File: src/rtl/spp_pkg.sv
package spp_pkg;

  typedef enum logic [1:0] {
    SEL_ASSIGN = 2'd0,
    SEL_DIR    = 2'd1,
    SEL_DATA   = 2'd2,
    SEL_PINS   = 2'd3
  } spp_sel_e;

  // Port ownership of one pin: transmit pins follow their transmitter,
  // serial-capable pins follow their assignment bit.
  function automatic logic pin_is_port(input logic is_txd,
                                       input logic asg_bit,
                                       input logic tx_on);
    return is_txd ? !tx_on : !asg_bit;
  endfunction

  // Data register view of one bit: live pin for port inputs, latch otherwise.
  function automatic logic data_view(input logic own,
                                     input logic dir_bit,
                                     input logic lat_bit,
                                     input logic pin_bit);
    return (own && !dir_bit) ? pin_bit : lat_bit;
  endfunction

endpackage

File: src/rtl/spp_sync.sv
module spp_sync #(
  parameter int W = 8
) (
  input  logic         clk,
  input  logic         rst_n,
  input  logic [W-1:0] d,
  output logic [W-1:0] q
);
  logic [W-1:0] meta_q;
  logic [W-1:0] hold_q;

  always_ff @(posedge clk) begin
    if (!rst_n) begin
      meta_q <= '0;
      hold_q <= '0;
    end else begin
      meta_q <= d;
      hold_q <= meta_q;
    end
  end

  assign q = hold_q;
endmodule

File: src/rtl/spp_regs.sv
module spp_regs
  import spp_pkg::*;
#(
  parameter int NPINS = 8,
  parameter int NSPI  = 6,
  parameter int BUS_W = 16
) (
  input  logic             clk,
  input  logic             rst_n,
  input  logic             wr,
  input  logic [1:0]       addr,
  input  logic [BUS_W-1:0] wdata,
  output logic [NSPI-1:0]  asg_q,
  output logic [NPINS-1:0] dir_q,
  output logic [NPINS-1:0] lat_q
);
  logic unused_hi;
  assign unused_hi = ^wdata[BUS_W-1:NPINS];

  always_ff @(posedge clk) begin
    if (!rst_n) begin
      asg_q <= '0;
      dir_q <= '0;
      lat_q <= '0;
    end else if (wr) begin
      case (spp_sel_e'(addr))
        SEL_ASSIGN: asg_q <= wdata[NSPI-1:0];
        SEL_DIR:    dir_q <= wdata[NPINS-1:0];
        SEL_DATA:   lat_q <= wdata[NPINS-1:0];
        default:    ;
      endcase
    end
  end
endmodule

File: src/rtl/spp_pinmux.sv
module spp_pinmux
  import spp_pkg::*;
#(
  parameter int NPINS  = 8,
  parameter int NUM_TX = 2
) (
  input  logic [NPINS-NUM_TX-1:0] asg_q,
  input  logic [NPINS-1:0]        dir_q,
  input  logic [NPINS-1:0]        lat_q,
  input  logic [NPINS-NUM_TX-1:0] per_out,
  input  logic [NPINS-NUM_TX-1:0] per_oe,
  input  logic [NUM_TX-1:0]       tx_en,
  input  logic [NUM_TX-1:0]       tx_out,
  output logic [NPINS-1:0]        pad_out,
  output logic [NPINS-1:0]        pad_oe,
  output logic [NPINS-1:0]        port_own
);
  localparam int NSPI = NPINS - NUM_TX;

  for (genvar i = 0; i < NSPI; i++) begin : g_ser
    assign port_own[i] = pin_is_port(1'b0, asg_q[i], 1'b0);
    assign pad_out[i]  = port_own[i] ? lat_q[i] : per_out[i];
    assign pad_oe[i]   = port_own[i] ? dir_q[i] : (dir_q[i] & per_oe[i]);
  end

  for (genvar k = 0; k < NUM_TX; k++) begin : g_txd
    localparam int P = NSPI + k;
    assign port_own[P] = pin_is_port(1'b1, 1'b0, tx_en[k]);
    assign pad_out[P]  = port_own[P] ? lat_q[P] : tx_out[k];
    assign pad_oe[P]   = port_own[P] ? dir_q[P] : 1'b1;
  end
endmodule

File: src/rtl/spp_top.sv
module spp_top
  import spp_pkg::*;
#(
  parameter int NPINS  = 8,
  parameter int NUM_TX = 2,
  parameter int BUS_W  = 16
) (
  input  logic                    clk,
  input  logic                    rst_n,
  input  logic [1:0]              reg_addr,
  input  logic                    reg_wr,
  input  logic [BUS_W-1:0]        reg_wdata,
  output logic [BUS_W-1:0]        reg_rdata,
  input  logic [NPINS-NUM_TX-1:0] per_out,
  input  logic [NPINS-NUM_TX-1:0] per_oe,
  input  logic [NUM_TX-1:0]       tx_en,
  input  logic [NUM_TX-1:0]       tx_out,
  input  logic [NPINS-1:0]        pad_in,
  output logic [NPINS-1:0]        pad_out,
  output logic [NPINS-1:0]        pad_oe
);
  localparam int NSPI = NPINS - NUM_TX;

  logic [NSPI-1:0]  asg_q;
  logic [NPINS-1:0] dir_q;
  logic [NPINS-1:0] lat_q;
  logic [NPINS-1:0] pin_sync;
  logic [NPINS-1:0] port_own;

  spp_regs #(.NPINS(NPINS), .NSPI(NSPI), .BUS_W(BUS_W)) u_regs (
    .clk   (clk),
    .rst_n (rst_n),
    .wr    (reg_wr),
    .addr  (reg_addr),
    .wdata (reg_wdata),
    .asg_q (asg_q),
    .dir_q (dir_q),
    .lat_q (lat_q)
  );

  spp_sync #(.W(NPINS)) u_sync (
    .clk   (clk),
    .rst_n (rst_n),
    .d     (pad_in),
    .q     (pin_sync)
  );

  spp_pinmux #(.NPINS(NPINS), .NUM_TX(NUM_TX)) u_mux (
    .asg_q    (asg_q),
    .dir_q    (dir_q),
    .lat_q    (lat_q),
    .per_out  (per_out),
    .per_oe   (per_oe),
    .tx_en    (tx_en),
    .tx_out   (tx_out),
    .pad_out  (pad_out),
    .pad_oe   (pad_oe),
    .port_own (port_own)
  );

  always_comb begin
    reg_rdata = '0;
    case (spp_sel_e'(reg_addr))
      SEL_ASSIGN: reg_rdata[NSPI-1:0]  = asg_q;
      SEL_DIR:    reg_rdata[NPINS-1:0] = dir_q;
      SEL_DATA: begin
        for (int i = 0; i < NPINS; i++) begin
          reg_rdata[i] = data_view(port_own[i], dir_q[i], lat_q[i], pin_sync[i]);
        end
      end
      default:    reg_rdata[NPINS-1:0] = pin_sync;
    endcase
  end
endmodule

File: config.mk
export PLATFORM = sky130hd
export DESIGN_NAME = spp_top
export DESIGN_NICKNAME = d
export VERILOG_FILES = /design/src/rtl/spp_pkg.sv /design/src/rtl/spp_sync.sv /design/src/rtl/spp_regs.sv /design/src/rtl/spp_pinmux.sv /design/src/rtl/spp_top.sv
export SDC_FILE = /design/constraint.sdc
export NUM_CORES = 1
export LEC_CHECK = 0
export ABC_AREA = 1
export CAP_MARGIN = 15
export CORE_AREA = 2 2 75 77
export CTS_CLUSTER_DIAMETER = 50
export DETAILED_ROUTE_END_ITERATION = 8
export DIE_AREA = 0 0 77 79
export PLACE_DENSITY_LB_ADDON = 0.08
export SYNTH_ARGS = -nofsm -noshare
export SYNTH_HDL_FRONTEND = slang
export SYNTH_SLANG_ARGS = --single-unit
export TNS_END_PERCENT = 10
File: constraint.sdc
create_clock -name clk -period 2.7 [get_ports clk]
set_clock_uncertainty 0.1 [all_clocks]
set_input_delay 0.54 -clock clk [delete_from_list [all_inputs] [get_ports clk]]
set_output_delay 0.54 -clock clk [all_outputs]
set_load 0.005 [all_outputs]
**Yosys cells after proc, flatten, opt, wreduce, memory -nomap -nowiden**

Index checks and enable logic that the tools add are counted.

- Bits in registers: 38
- Input bits: 45
- Output and inout bits: 32
- Logic and storage cells: 67

- Equal/unequal tests: 2
- Muxes and demuxes: 26
- Bitwise gates (word level): 6
- Reductions and logical operators: 28

Operator list:

| cell | number |
|---|---|
| $mux W1 | 24 |
| $pmux W6 S3 | 1 |
| $logic_not A1 Y1 | 16 |
| $logic_and A1 B1 Y1 | 8 |
| $and A1 B1 Y1 | 6 |
| $pmux W2 S3 | 1 |
| $reduce_and A2 Y1 | 3 |
| $eq A2 B1 Y1 const B | 1 |
| $eq A2 B2 Y1 const B | 1 |
| $logic_not A2 Y1 | 1 |

**Logic depth before layout (Yosys ltp)**

- Depth after elaboration: 4
- Mapped depth: 6

**Modules after synthesis**

A second synthesis with hierarchy kept.

- Cells, all modules: 343
- Area, all modules: 2,109.5 µm²

Modules (own cells, without submodules):

| module | instances | cells each | area an instance (µm²) | sequential area each (µm²) |
|---|---|---|---|---|
| spp_regs | 1 | 143 | 954.7 | 440.4 |
| spp_sync | 1 | 50 | 484.2 | 320.3 |
| spp_top | 1 | 98 | 462.9 | 0.0 |
| spp_pinmux | 1 | 52 | 207.7 | 0.0 |

**Worst setup path before layout**

Ideal clock, no wire load.

- Path type: input-to-output
- Start: input reg_addr[0]
- End: output reg_rdata[0]
- Arrival time: 0.965 ns
- Data required time: 2.060 ns
- Setup slack: 1.095 ns
- Stages on the path: 5
- Cells stage by stage: inv_1 -> nand2_2 -> inv_1 -> nand3_1 -> nand4_1

- Longest elaborated chain between the ends: 2
- Elaborated cells between the ends (all ways): 4
- Those cells by class: eq/ne (2); mux (1); reduce/logical (1)

RTL lines:

| item | RTL line | source |
|---|---|---|
| start: declaration | spp_top.sv:10 | `input logic [1:0] reg_addr,` |
| $eq A2 B2 Y1, or another cell as far along | spp_top.sv:63 | `case (spp_sel_e'(reg_addr))` |
| $pmux W6 S3 (*) | spp_top.sv:63 |  |
| end: declaration | spp_top.sv:13 | `output logic [BUS_W-1:0] reg_rdata,` |

Every way passes the cells marked *; elsewhere a longest branch is shown, timed or not.

**Worst setup path after layout**

- Start: input tx_en[1]
- End: output reg_rdata[7]

- Longest elaborated chain between the ends: 4

RTL lines:

| item | RTL line | source |
|---|---|---|
| start: declaration | spp_top.sv:16 | `input logic [NUM_TX-1:0] tx_en,` |
| $logic_not A1 Y1 | spp_pkg.sv:15 | `return is_txd ? !tx_on : !asg_bit;` |
| $logic_and A1 B1 Y1 | spp_pkg.sv:23 | `return (own && !dir_bit) ? pin_bit : lat_bit;` |
| $mux W1 | spp_pkg.sv:23 |  |
| $pmux W2 S3 | spp_top.sv:63 |  |

No other way between the ends.

==> metrics.yaml <==
status: "complete, no violations"
syn_inst: 271
ir_worst_vdd_v: 0.0002264
drt_wl_total_um: 4469
num_vias: 1774
synth_area_sq_um: 1802
async_flop_share_pct: 0
core_sq_um: 5338
place_congestion: 0.7854
syn_area_per_cell_sq_um: 6.648
path_class: "in2out"
die_h_um: 79
fin_tns_setup_ns: 0
grt_pass1_wl_um: 7631
setup_viol: 0
via_per_inst: 4.275
grt_pass1_vias: 1682
drv_slew: 0
ys_ff_latch: 38
finish.utilization_pct: 48.57
clock_latency_ns: 0.29
critPathMaxFanout: 3
finalHoldViolCount: 0
critPathBufInv: 2
max_cap_viol_count: 0
cts.htree.levels: 2
die_w_um: 77
cp-start-kind: "input pin"
portBuffers: 60
postCtsSetupRepairBufs: 0
synth.top_cell.area_share_pct: 42.22
placed_cell_area_sq_um: 2501
ys.warnings.count: 0
drt_iter0_drc: 99
stdcell_area_sq_um: 2592
synth_commonest_cells: "nand2_1, nor2_1, inv_1"
crit_path_max_incr_delay_ns: 0.51
yosys.cell_types.count: 17
leakage_uw: 0.001224
die_area_sq_um: 6083
rsz0062_at_grt: "false"
period_share_pct: 94.38
synthTopCellsByArea: "dfxtp_1, nand2_1, nor2_1, o21ai_0, inv_1"
detailed_place_hpwl_um: 3243
antenna_found_initial: 0
ant_nets: 0
synth-edff-count: 0
nNetsFinal: 387
ctsRootBufferMaster: "clkbuf_8"
yosysSeqAreaShare_pct: 42.22
required_ns: 2.06
crit_arrival_ns: 1.91
io_pins: 77
n_antenna_cell: 0
crit_family: "buffers and inverters"
cts_buffers: 5
hold_class: "reg2reg"
yosys.area.top_type: "dfxtp_1"
grt-ovfl-total: 0
rows: 27
cpMostUsedCell: "clkdlybuf4s50_1"
end_kind: "output port"
r2r_slack_ns: 1.94
fin_crit_ns: 2.548
drive_gt1_share_pct: 7.872
clock-sinks: 38
crit_path_top_delay_cell: "clkdlybuf4s50_1"
critical_path.cell_chain: "clkdlybuf4s50_1 -> nor2_2 -> o21ai_0 -> nand2_1 -> nand3_1 -> clkdlybuf4s50_1"
power_density_nw_per_um2: 475.1
clock_path_buffers: 2
max_freq_mhz: 392.4
cts_tree: "built"
dr.pass1.iters: 4
grt_util_all_layers_pct: 15.86
remaining_drc_errors: 0
cts.reportedPaths.clkPinSlew_ns: 0.07
start_util_pct: 33.76
synth.most_common_cell: "nand2_1"
grt_max_degree: 39
wl_per_cell_um: 10.77
syn_to_final_growth_pct: 43.89
ys.flop_type: "dfxtp_1"
## logic make-up (layout without fill, tap and decap cells)
logic type             after synthesis  count (layout)  share of synthesized area (%)
buffers and inverters               59             124                          14.58
other                                1               8                         0.2081
flip-flops                          38              38                          42.22
AND/OR/NAND/NOR                    129             129                          29.93
AO/OA/AOI/OAI                       44              44                          13.06
## layout by cell type (no fill, tap or decap)
cell,netlist,final
a21boi_0,6,6
dlygate4sd2_1,0,2
nand2_2,3,3
conb_1,1,8
inv_2,3,3
clkinv_2,1,2
nand3_1,8,8
o21ai_0,38,38
buf_4,8,9
nor2_4,3,3
nor2_1,52,51
nand4_1,6,6
inv_1,43,43
clkbuf_1,1,1
clkdlybuf4s50_1,0,58
nand2_1,57,57
clkbuf_8,0,6
nor2_2,0,1
dfxtp_1,38,38
## through the flow
step	cells	worst slack, ns	total power, uW	hold WS, ns
after floorplan	278	1.095	715.0	0.2864
after global placement	407	-0.05241	843.2	0.2937
after detailed placement	407	-0.03484	844.6	0.2954
after CTS	415	0.1369	1245	0.3124
after global routing	415	0.03757	1300	0.3339
final	415	0.1517	1232	0.3110
## report_power, final
group	total [uW]	internal (uW)	switching, uW
Clock	402	206	196
Combinational	221	126	94.8
Sequential	608	588	20.1
Total	1230	921	311
## sequential cells by signal, summed over array words and instances (netlist names)
register       flops
u_regs.asg_q       6
u_regs.dir_q       8
u_sync.meta_q      8
u_regs.lat_q       8
u_sync.q           8
## per-layer routing
layer / routed length [um] / GRT usage [%] / up-vias
met5: 0 / 0 / -
met1: 2209 / 21.20 / 757
met3: 263 / 3.182 / 7
met2: 1919 / 25.18 / 54
met4: 77 / 6.429 / 0
li1: - / - / 956
## final cells by class
cell class	count	area (sq um)
clock inverters	1	5.005
flip-flops and latches	38	760.7
clock buffers	7	86.33
inverters	47	177.7
repair buffers	69	665.6
well taps	72	90.09
fillers	593	2745
multi-input cells	181	807.0
## final timing paths
path                                start                           end  depth (start not counted)
max reg2reg  u_regs.dir_q[2]$_SDFFE_PN0P_  u_regs.dir_q[2]$_SDFFE_PN0P_                          2
min           u_sync.meta_q[2]$_SDFF_PN0_        u_sync.q[2]$_SDFF_PN0_                          2
min reg2reg   u_sync.meta_q[2]$_SDFF_PN0_        u_sync.q[2]$_SDFF_PN0_                          2
max                              tx_en[1]                  reg_rdata[7]                          6
## worst reg2reg max path, stage by stage (launching register included)
cell and delay [ns]:
dfxtp_1 0.35, o21ai_0 0.17, nor2_1 0.05
## repair_timing
item,4_1_cts,5_1_grt
hold buffers,0,0
endpoints found under the setup margin,8,1
resized for setup,2,1
pin swaps,0,0
(Power assumes the default switching activity.)
